===== src/rtl/burst_seq_pkg.sv =====
package burst_seq_pkg;
  typedef enum logic [1:0] {
    MODE_LINEAR = 2'd0,
    MODE_WRAP8  = 2'd1,
    MODE_WRAP16 = 2'd2,
    MODE_RSVD   = 2'd3
  } burst_mode_e;

  typedef enum logic [1:0] {
    ST_IDLE   = 2'd0,
    ST_WAIT   = 2'd1,
    ST_STREAM = 2'd2
  } seq_state_e;
endpackage


===== src/rtl/burst_lat_cfg.sv =====
module burst_lat_cfg #(
  parameter int LAT_W   = 4,
  parameter int LAT_MIN = 3,
  parameter int LAT_MAX = 9,
  parameter int LAT_DEF = 7
) (
  input  logic             clk,
  input  logic             rst_n,
  input  logic             busy,
  input  logic             wr_en,
  input  logic [LAT_W-1:0] wr_val,
  input  logic             cmd_reset,
  output logic [LAT_W-1:0] lat
);
  localparam logic [LAT_W-1:0] LMIN = LAT_W'(LAT_MIN);
  localparam logic [LAT_W-1:0] LMAX = LAT_W'(LAT_MAX);
  localparam logic [LAT_W-1:0] LDEF = LAT_W'(LAT_DEF);

  logic in_range;
  assign in_range = (wr_val >= LMIN) && (wr_val <= LMAX);

  always_ff @(posedge clk) begin
    if (!rst_n) begin
      lat <= LDEF;
    end else if (!busy) begin
      if (cmd_reset) lat <= LDEF;
      else if (wr_en && in_range) lat <= wr_val;
    end
  end

  // latency frozen while a burst runs
  p_lat_hold_r4: assert property (@(posedge clk) disable iff (!rst_n)
    busy |=> $stable(lat));
  // stored latency always legal
  p_lat_range_r4: assert property (@(posedge clk) disable iff (!rst_n)
    (lat >= LMIN) && (lat <= LMAX));
endmodule


===== src/rtl/burst_addr_step.sv =====
module burst_addr_step
  import burst_seq_pkg::*;
#(
  parameter int ADDR_W     = 22,
  parameter int WRAP_A_LOG = 3,
  parameter int WRAP_B_LOG = 4
) (
  input  logic [ADDR_W-1:0] cur,
  input  burst_mode_e       mode,
  output logic [ADDR_W-1:0] nxt
);
  localparam logic [ADDR_W-1:0] MASK_A = ADDR_W'((1 << WRAP_A_LOG) - 1);
  localparam logic [ADDR_W-1:0] MASK_B = ADDR_W'((1 << WRAP_B_LOG) - 1);

  logic [ADDR_W-1:0] mask;

  always_comb begin
    case (mode)
      MODE_WRAP8:  mask = MASK_A;
      MODE_WRAP16: mask = MASK_B;
      default:     mask = '1;
    endcase
    nxt = (cur & ~mask) | ((cur + ADDR_W'(1)) & mask);
  end
endmodule


===== src/rtl/burst_ctrl.sv =====
module burst_ctrl
  import burst_seq_pkg::*;
#(
  parameter int ADDR_W      = 22,
  parameter int LAT_W       = 4,
  parameter int WRAP_A_LOG  = 3,
  parameter int WRAP_B_LOG  = 4,
  parameter int STALL_LOG   = 3,
  parameter int STALL_LAT_A = 4,
  parameter int STALL_LAT_B = 3
) (
  input  logic              clk,
  input  logic              rst_n,
  input  logic              chip_en,
  input  logic              addr_strobe,
  input  logic [ADDR_W-1:0] start_addr,
  input  burst_mode_e       mode_in,
  input  logic [LAT_W-1:0]  lat,
  input  logic [ADDR_W-1:0] nxt_addr,
  output logic [ADDR_W-1:0] cur_addr,
  output burst_mode_e       cur_mode,
  output logic              word_valid,
  output logic              busy
);
  localparam int CNT_W = WRAP_B_LOG + 1;
  localparam int GRP   = 1 << STALL_LOG;
  localparam logic [STALL_LOG-1:0] GRP_LAST = '1;
  localparam logic [STALL_LOG-1:0] OFF_A    = STALL_LOG'(GRP - 3);
  localparam logic [STALL_LOG-1:0] OFF_B    = STALL_LOG'(GRP - 2);
  localparam logic [CNT_W-1:0]     LEN_A    = CNT_W'(1 << WRAP_A_LOG);
  localparam logic [CNT_W-1:0]     LEN_B    = CNT_W'(1 << WRAP_B_LOG);

  seq_state_e            state;
  logic [LAT_W-1:0]      wait_cnt;
  logic [CNT_W-1:0]      left;
  logic                  stall_arm, stall_now, arm_start, lin_start;
  logic [STALL_LOG-1:0]  off;

  assign off       = start_addr[STALL_LOG-1:0];
  assign lin_start = (mode_in == MODE_LINEAR) || (mode_in == MODE_RSVD);
  assign arm_start = lin_start &&
                     (((lat == LAT_W'(STALL_LAT_A)) && (off >= OFF_A)) ||
                      ((lat == LAT_W'(STALL_LAT_B)) && (off >= OFF_B)));

  always_ff @(posedge clk) begin
    if (!rst_n) begin
      state     <= ST_IDLE;
      wait_cnt  <= '0;
      left      <= '0;
      stall_arm <= 1'b0;
      stall_now <= 1'b0;
      cur_addr  <= '0;
      cur_mode  <= MODE_LINEAR;
    end else if (!chip_en) begin
      state     <= ST_IDLE;
      stall_now <= 1'b0;
    end else if (addr_strobe) begin
      state     <= ST_WAIT;
      wait_cnt  <= lat - LAT_W'(1);
      cur_addr  <= start_addr;
      cur_mode  <= lin_start ? MODE_LINEAR : mode_in;
      left      <= (mode_in == MODE_WRAP8) ? LEN_A : LEN_B;
      stall_arm <= arm_start;
      stall_now <= 1'b0;
    end else begin
      case (state)
        ST_WAIT: begin
          if (wait_cnt == '0) state <= ST_STREAM;
          else wait_cnt <= wait_cnt - LAT_W'(1);
        end
        ST_STREAM: begin
          if (stall_now) begin
            stall_now <= 1'b0;
          end else begin
            cur_addr <= nxt_addr;
            if (cur_mode != MODE_LINEAR) begin
              left <= left - CNT_W'(1);
              if (left == CNT_W'(1)) state <= ST_IDLE;
            end else if (stall_arm && (cur_addr[STALL_LOG-1:0] == GRP_LAST)) begin
              stall_now <= 1'b1;
              stall_arm <= 1'b0;
            end
          end
        end
        default: ;
      endcase
    end
  end

  assign word_valid = (state == ST_STREAM) && !stall_now;
  assign busy       = (state != ST_IDLE);

  // continuous stream steps by one, rolling over at the top
  p_lin_step_r1: assert property (@(posedge clk) disable iff (!rst_n)
    (word_valid && $past(word_valid) && cur_mode == MODE_LINEAR)
      |-> cur_addr == $past(cur_addr) + ADDR_W'(1));
  // wrap-8 stays within its aligned group
  p_wrap_group_r2: assert property (@(posedge clk) disable iff (!rst_n)
    (word_valid && $past(word_valid) && cur_mode == MODE_WRAP8)
      |-> cur_addr[ADDR_W-1:WRAP_A_LOG] == $past(cur_addr[ADDR_W-1:WRAP_A_LOG]));
  // a stall lasts one cycle and never happens in wrap modes
  p_stall_single_r5: assert property (@(posedge clk) disable iff (!rst_n)
    (stall_now && chip_en && !addr_strobe) |=> word_valid);
  p_wrap_no_stall_r5: assert property (@(posedge clk) disable iff (!rst_n)
    (cur_mode != MODE_LINEAR) |-> !stall_now);
  // chip enable low ends the burst
  p_ce_end_r6: assert property (@(posedge clk) disable iff (!rst_n)
    !chip_en |=> !busy);
  // a strobe leads into a wait with no valid word
  p_strobe_wait_r3: assert property (@(posedge clk) disable iff (!rst_n)
    (chip_en && addr_strobe) |=> (busy && !word_valid));
endmodule


===== src/rtl/burst_read_seq.sv =====
module burst_read_seq
  import burst_seq_pkg::*;
#(
  parameter int ADDR_W  = 22,
  parameter int LAT_W   = 4,
  parameter int LAT_MIN = 3,
  parameter int LAT_MAX = 9,
  parameter int LAT_DEF = 7
) (
  input  logic              clk,
  input  logic              rst_n,
  input  logic              chip_en,
  input  logic              addr_strobe,
  input  logic [ADDR_W-1:0] start_addr,
  input  logic [1:0]        burst_mode,
  input  logic              lat_wr_en,
  input  logic [LAT_W-1:0]  lat_wr_val,
  input  logic              cmd_reset,
  output logic [ADDR_W-1:0] mem_addr,
  output logic              word_valid,
  output logic              busy
);
  logic [LAT_W-1:0]  lat;
  logic [ADDR_W-1:0] nxt_addr;
  burst_mode_e       cur_mode;
  burst_mode_e       mode_in;

  assign mode_in = burst_mode_e'(burst_mode);

  burst_lat_cfg #(
    .LAT_W(LAT_W), .LAT_MIN(LAT_MIN), .LAT_MAX(LAT_MAX), .LAT_DEF(LAT_DEF)
  ) u_cfg (
    .clk(clk), .rst_n(rst_n), .busy(busy), .wr_en(lat_wr_en),
    .wr_val(lat_wr_val), .cmd_reset(cmd_reset), .lat(lat)
  );

  burst_addr_step #(.ADDR_W(ADDR_W)) u_step (
    .cur(mem_addr), .mode(cur_mode), .nxt(nxt_addr)
  );

  burst_ctrl #(.ADDR_W(ADDR_W), .LAT_W(LAT_W)) u_ctrl (
    .clk(clk), .rst_n(rst_n), .chip_en(chip_en), .addr_strobe(addr_strobe),
    .start_addr(start_addr), .mode_in(mode_in), .lat(lat), .nxt_addr(nxt_addr),
    .cur_addr(mem_addr), .cur_mode(cur_mode), .word_valid(word_valid), .busy(busy)
  );
endmodule


===== config.mk =====
export PLATFORM = sky130hd
export DESIGN_NAME = burst_read_seq
export DESIGN_NICKNAME = d
export VERILOG_FILES = /design/src/rtl/burst_seq_pkg.sv /design/src/rtl/burst_lat_cfg.sv /design/src/rtl/burst_addr_step.sv /design/src/rtl/burst_ctrl.sv /design/src/rtl/burst_read_seq.sv
export SDC_FILE = /design/constraint.sdc
export NUM_CORES = 1
export LEC_CHECK = 0
export BUFFER_PORTS_ARGS = -buffer_cell sky130_fd_sc_hd__buf_2
export CORE_MARGIN = 2
export CORE_UTILIZATION = 53
export CTS_BUF_LIST = sky130_fd_sc_hd__clkbuf_4
export CTS_CLUSTER_SIZE = 28
export DETAILED_ROUTE_END_ITERATION = 6
export PLACE_DENSITY = 0.77
export RECOVER_POWER = 25
export SETUP_SLACK_MARGIN = 0.15
export SLEW_MARGIN = 15
export SYNTH_ARGS = -nofsm -noshare
export SYNTH_HDL_FRONTEND = slang
export SYNTH_HIERARCHICAL = 1
export SYNTH_SLANG_ARGS = --single-unit

===== constraint.sdc =====
create_clock -name clk -period 3.5 [get_ports clk]
set_input_delay 1.05 -clock clk [delete_from_list [all_inputs] [get_ports clk]]
set_output_delay 1.05 -clock clk [all_outputs]
set_load 0.005 [all_outputs]

# Word-level counts from Yosys, hierarchy flattened
# Cells that the tools add are included.
[word_totals]
mem_count = 0
inputBits = 34
word_cells = 105
out_inout_bits = 24
register_bits = 41
latch_bits = 0
rom_bits = 0
ram_bits = 0
[classes]
div = 0
bitwise = 7
n_mux = 29
n_addsub = 4
multipliers = 0
eq_ne = 21
n_reduce_logical = 31
shift = 0
order_cmp = 4
[op_table]
columns = ["op", "count"]
rows = [
  ["22-bit two-way mux", 3],
  ["22-bit AND", 2],
  ["22-bit case mux with 2 select lines", 1],
  ["5-bit two-way mux", 5],
  ["22-bit by 1-bit adder with 22-bit output, second input constant", 1],
  ["22-bit inverter", 1],
  ["22-bit OR", 1],
  ["4-bit two-way mux", 5],
  ["2-bit nonzero test", 8],
  ["5-bit AND reduction", 3],
  ["2-bit two-way mux", 5],
  ["1-bit two-way mux", 9],
  ["3-bit by 2-bit != test with 1-bit output, second input constant", 3],
  ["2-bit != test, second input constant", 4],
  ["4-bit by 1-bit subtractor with 4-bit output, second input constant", 2],
  ["1-bit logical AND", 7],
  ["2-bit by 1-bit equality test with 1-bit output, second input constant", 3],
  ["2-bit equality test, second input constant", 3],
  ["3-bit greater-or-equal comparator, second input constant", 2],
  ["2-bit by 1-bit != test with 1-bit output, second input constant", 3],
  ["2-bit AND reduction", 3],
  ["3-bit AND reduction", 2],
  ["5-bit by 1-bit equality test with 1-bit output, second input constant", 1],
  ["5-bit by 1-bit subtractor with 5-bit output, second input constant", 1],
  ["other kinds (15)", 18],
]

# Logic depth before layout (Yosys ltp)
# Gate-level depths: netlist of run 1.
[depth]
ltp_word = 8
depth_mapped = 9

# Modules after synthesis
# The synthesis of run 1 kept the hierarchy.
[by_module_without_submodules]
columns = ["mod", "instances", "area_per_inst_um2", "cells_per_inst"]
rows = [
  ["burst_ctrl", 1, 1996.9, 223],
  ["burst_addr_step", 1, 518.0, 64],
  ["burst_lat_cfg", 1, 211.5, 23],
]

# Worst setup path after synthesis of run 1
# Ideal clock, no wire load.
[synth_path]
kind = "input port to flip-flop"
startpoint = "in addr_strobe"
endpoint = "reg u_ctrl.wait_cnt[2]"
required_time_ns = 3.377
setup_ns = 0.123
path_stages = 8
slack_ns = 1.188
arrival_ns = 2.189
cell_sequence = "buf_2 buf_2 mux2i_1 ha_1 xnor2_1 nand2_1 a21oi_1 nor3_1"
[synth_between]
elab_chain_cells = 2
elab_cells_between_ends = 4
[synth_lines]
columns = ["element", "line", "rtl"]
rows = [
  ["start: declaration", "burst_read_seq.sv:13", "input logic addr_strobe,"],
  ["2-bit != test (no line) / 2-bit nonzero test (equally long branches)", "-", ""],
  ["3-bit AND reduction (no line)", "-", ""],
  ["end signal: assignment", "burst_ctrl.sv:59", "wait_cnt <= lat - LAT_W'(1);"],
  ["end signal: assignment", "burst_ctrl.sv:69", "else wait_cnt <= wait_cnt - LAT_W'(1);"],
  ["end: declaration", "burst_ctrl.sv:34", "logic [LAT_W-1:0] wait_cnt;"],
]
# Several ways; a longest one is shown, not always the timed one.
# A chain may end at the register's enable or synchronous reset.

# Worst setup path in the final report of run 1
[layout_path]
startpoint = "in addr_strobe"
endpoint = "reg u_ctrl.left[4]"
[layout_between]
elab_chain_cells = 2
elab_cells_between_ends = 5
[layout_lines]
columns = ["element", "line", "rtl"]
rows = [
  ["2-bit != test (no line) / 2-bit nonzero test (equally long branches)", "-", ""],
  ["4-bit AND reduction (no line)", "-", ""],
  ["end signal: assignment", "burst_ctrl.sv:62", "left <= (mode_in == MODE_WRAP8) ? LEN_A : LEN_B;"],
  ["end signal: assignment", "burst_ctrl.sv:77", "left <= left - CNT_W'(1);"],
  ["end: declaration", "burst_ctrl.sv:35", "logic [CNT_W-1:0] left;"],
]
# Several ways; a longest one is shown, not always the timed one.

==> metrics, run 1 <==
Reg clk slew, reported paths 130 ps; critical path's slowest cell clkbuf_1; vias in the first global route 2259; Psw 0.299 mW; Final WS setup 752 ps; CTS buffer count 5; # Post-CTS Setup Buffers 0; Tightest Pin Transition 1100 ps; clk_lat worst skew 360 ps; clk sinks 41; EDFF count, synth 0; DRC viols 0; Final min period 2750 ps; cell taking the most area after synthesis dfxtp_1; Die ar. 5730 um2; syn_nets 351; Avg WL per Cell 13.9 um; ys async rst share 0; Pleak 1.52 nW; sequential power share 0.551; number of max-cap violations 0; Buffers on Ports 57; Ys Warns 6; fin util 0.613; final setup vio count 0; final worst-path cycle share 0.785; top-area cell type share of the netlist area 0.301; fillers 434; Mean Syn Cell Area 8.79 um2; critical path arrival 3010 ps; Netlist cell types 59; PwrDens 310 nW/um2; Worst Clk Skew 17.0 ps; Finished Layout Cells 431; switching share of power 0.312; Total Routed Length 5990 um; CTS root buf clkbuf_4; Die Wd 75.7 um; Row Count 26; Inst Count DP 423; HPWL after DPL 4300 um; commonest non-fill, non-tap cell in the layout buf_2; Area after DPL 3050 um2; final hold vios 0; CP Capture Type register; cts repair resizes 0; critical path launch point type input port; Clk pwr share 0.254; hold crit path type register to register; cts hold-fix bufs 0; Seq/Total Area, Yosys 0.301; Die Ht 75.7 um; initial antenna violation count 0; worst-path cell chain buf_2 > clkbuf_1 > nor2_1 > a32oi_1 > a21oi_1 > o2bb2ai_1; core footprint 5040 um2; RSZ-0062 raised after global routing no; critical path type input port to register; diode count 0; DR pass1 iterations 4; overall power 0.959 mW; routability cong. 0.790; setup_tns 0 ps; layout cells sized above 1 0.233; max_slew headroom 0.249; initial core utilization 0.541; grt total ovfl 0; Post-Syn Area 2730 um2; fmax 364 MHz; GRT Util Overall 0.214; Syn-to-layout area delta 13.4%; Logic pwr share 0.194; Synth Flop Type dfxtp_1; status complete, no violations; critical-path maximum fanout 29; FF+latch count, synth 41; Peak VDD IR 0.219 mV; nets 401; initial DRC count 121; global-route wire length before repair 9630 um; CTS H-tree depth 2; CP peak stage delay 900 ps; post-route ant nets 0; Cell Int Power 0.659 mW; Avg Vias per Cell 5.76; Mapped Cells 310; synth top area cells dfxtp_1 (30%), mux2i_1 (9.2%), o211a_1 (8.1%); Vias 2484; pre-CTS WS 864 ps; Design Area, Final 3090 um2; WP data required 3760 ps; most frequent cells in the layout buf_2 (53), dfxtp_1 (41), nand2_1 (35); Slew Limit Fails 0; CTS tree yes; largest net degree at the start of global routing 45; Hold WS 488 ps; Boundary Pins 58; maximum buffer depth of the clock tree 2
## state kept, by name, summed over array words and instances (netlist names)
register          flops
u_ctrl/stall_now      1
u_ctrl/state          2
u_ctrl/cur_addr      22
u_ctrl/wait_cnt       4
u_cfg/lat             4
u_ctrl/stall_arm      1
u_ctrl/cur_mode       2
u_ctrl/left           5
## cells in the mapped netlist (4+ instances only)
| master | n |
|---|---|
| mux2i_1 | 25 |
| xnor2_1 | 12 |
| o211a_1 | 22 |
| nand3_1 | 8 |
| nand4b_1 | 4 |
| o21ai_0 | 12 |
| dfxtp_1 | 41 |
| nor3_1 | 11 |
| nand2_1 | 35 |
| nor2_1 | 12 |
| buf_2 | 6 |
| xor2_1 | 10 |
| nor4_1 | 4 |
| inv_1 | 17 |
| a21oi_1 | 12 |
| ha_1 | 7 |
| clkbuf_1 | 7 |
## power groups by stage
stage / logic [mW] / registers (mW) / clock network, mW
CTS: 0.188 / 0.529 / 0.255
global route: 0.208 / 0.534 / 0.271
global placement: 0.183 / 0.538 / 0
floorplan: 0.127 / 0.534 / 0
detailed placement: 0.187 / 0.539 / 0
finish: 0.186 / 0.529 / 0.244
## worst paths after layout
check	start	to	slack [ps]	depth (start not counted)
max	addr_strobe	u_ctrl/left[4]	750	6
min	u_ctrl/left[4]	u_ctrl/left[4]	490	2
max reg2reg	u_ctrl/cur_mode[1]	u_ctrl/cur_addr[7]	1510	9
min reg2reg	u_ctrl/left[4]	u_ctrl/left[4]	490	2
## logic make-up (layout without fill, tap and decap cells)
group | after synthesis | in the layout | synth area share
XOR/XNOR | 22 | 22 | 0.0707
adder cells (fa/ha/maj) | 7 | 7 | 0.0321
AND/OR/NAND/NOR | 109 | 109 | 0.246
flip-flops | 41 | 41 | 0.301
AO/OA/AOI/OAI | 72 | 72 | 0.207
multiplexers | 25 | 25 | 0.0918
buffers and inverters | 34 | 85 | 0.0514
## worst max-delay path, delay by kind of cell
kind                   cells  cell delay [ps]
AO/OA/AOI/OAI              3              430
buffers and inverters      2             1410
AND/OR/NAND/NOR            1               80
## metal layers
| layer | routed length (um) | vias up | GRT usage |
|---|---|---|---|
| met5 | 0 | - | 0 |
| met2 | 2890 | 75 | 0.374 |
| met3 | 348 | 7 | 0.0450 |
| met1 | 2650 | 1161 | 0.256 |
| li1 | - | 1241 | - |
| met4 | 92 | 0 | 0.0858 |
## area by class of cell
cell class | count | area (um2) | share of cell area
well taps | 70 | 87.6 | 0.0283
flip-flops and latches | 41 | 821 | 0.266
repair buffers | 60 | 299 | 0.0968
clock inverters | 3 | 17.5 | 0.00567
clock buffers | 5 | 37.5 | 0.0121
inverters | 17 | 63.8 | 0.0206
multi-input cells | 235 | 1760 | 0.571
(Power assumes the default switching activity.)
==> run 2: changes to the inputs <==
CORE_UTILIZATION = 51   (was 53)
clock period = 2.4 ns   (was 3.5 ns; I/O delays follow)
==> metrics, run 2 (synthesis results as in run 1) <==
status complete, no violations; GRT Util Overall 0.213; global-route wire length before repair 10400 um; initial core utilization 0.530; setup_tns 0 ps; commonest non-fill, non-tap cell in the layout buf_2; cts repair resizes 1; Total Routed Length 6110 um; number of max-cap violations 0; critical path type register to output port; Final WS setup 168 ps; Boundary Pins 58; Cell Int Power 1.08 mW; # Post-CTS Setup Buffers 0; Die ar. 5950 um2; fmax 448 MHz; Peak VDD IR 0.323 mV; pre-CTS WS 345 ps; sequential power share 0.512; Psw 0.423 mW; critical path launch point type register; initial antenna violation count 0; largest net degree at the start of global routing 45; HPWL after DPL 4400 um; RSZ-0062 raised after global routing no; Worst Clk Skew 15.4 ps; hold crit path type register to register; Hold WS 483 ps; fillers 472; Finished Layout Cells 433; max FFs per register 22; Design Area, Final 3150 um2; Inst Count DP 425; CTS tree yes; cts hold-fix bufs 0; most frequent cells in the layout buf_2 (56), dfxtp_1 (41), nand2_1 (35); CTS buffer count 5; Pleak 1.56 nW; routability cong. 0.882; Syn-to-layout area delta 15.6%; post-route ant nets 0; grt total ovfl 0; Area after DPL 3070 um2; Clk pwr share 0.302; initial DRC count 231; Die Ht 77.1 um; DR pass1 iterations 4; clk sinks 41; WP data required 1680 ps; final worst-path cycle share 0.930; critical path arrival 1510 ps; Vias 2456; DRC viols 0; nets 403; Slew Limit Fails 0; CTS H-tree depth 2; Reg clk slew, reported paths 130 ps; final setup vio count 0; Avg Vias per Cell 5.67; core footprint 5140 um2; clk_lat worst skew 360 ps; Die Wd 77.1 um; Buffers on Ports 57; biggest regs u_ctrl/cur_addr x22, u_ctrl/left x5; layout cells sized above 1 0.248; vias in the first global route 2279; fin util 0.613; Tightest Pin Transition 700 ps; overall power 1.51 mW; most flop-heavy register u_ctrl/cur_addr; critical-path maximum fanout 7; final hold vios 0; maximum buffer depth of the clock tree 2; Final min period 2230 ps; Logic pwr share 0.186; switching share of power 0.281; diode count 0; max_slew headroom 0.532; PwrDens 478 nW/um2; Avg WL per Cell 14.1 um; Row Count 26; CTS root buf clkbuf_4; CP Capture Type output port
-- run 2: layout make-up --
class	instances	area (um2)	share of cell area
clock inverter	2	33.8	0.0107
inverter	17	63.8	0.0202
sequential	41	821	0.260
clock buffer	6	45.0	0.0143
timing repair buffer	62	334	0.106
tap	70	87.6	0.0278
multi-input combinational	235	1770	0.561
-- run 2: path summary, 6_finish.rpt --
check                          start                  to  slack [ps]  cells after the start
setup / recovery     u_ctrl/state[1]          word_valid         170                      3
hold / removal        u_ctrl/left[4]      u_ctrl/left[4]         480                      2
setup reg to reg  u_ctrl/cur_mode[1]  u_ctrl/cur_addr[7]         510                      9
hold reg to reg       u_ctrl/left[4]      u_ctrl/left[4]         480                      2
-- run 2: worst max-delay path, cell delays in order (launching register included) --
cell     delay [ps]
dfxtp_1         430
or3b_4          450
inv_1           140
buf_2           130
-- run 2: power groups by stage --
| stage | clock network [mW] | registers [mW] | logic [mW] |
|---|---|---|---|
| after floorplan | 0 | 0.778 | 0.185 |
| after global routing | 0.501 | 0.780 | 0.312 |
| after detailed placement | 0 | 0.787 | 0.278 |
| final | 0.455 | 0.772 | 0.281 |
| after CTS | 0.469 | 0.772 | 0.281 |
| after global placement | 0 | 0.785 | 0.273 |
-- run 2: metal layers --
| metal | GRT usage | share of wire | vias to the layer above | wire [um] |
|---|---|---|---|---|
| li1 | - | - | 1241 | - |
| met2 | 0.359 | 0.48 | 61 | 2930 |
| met4 | 0.0696 | 0.012 | 0 | 75 |
| met1 | 0.266 | 0.45 | 1144 | 2770 |
| met3 | 0.0541 | 0.055 | 10 | 334 |
| met5 | 0 | 0 | - | 0 |
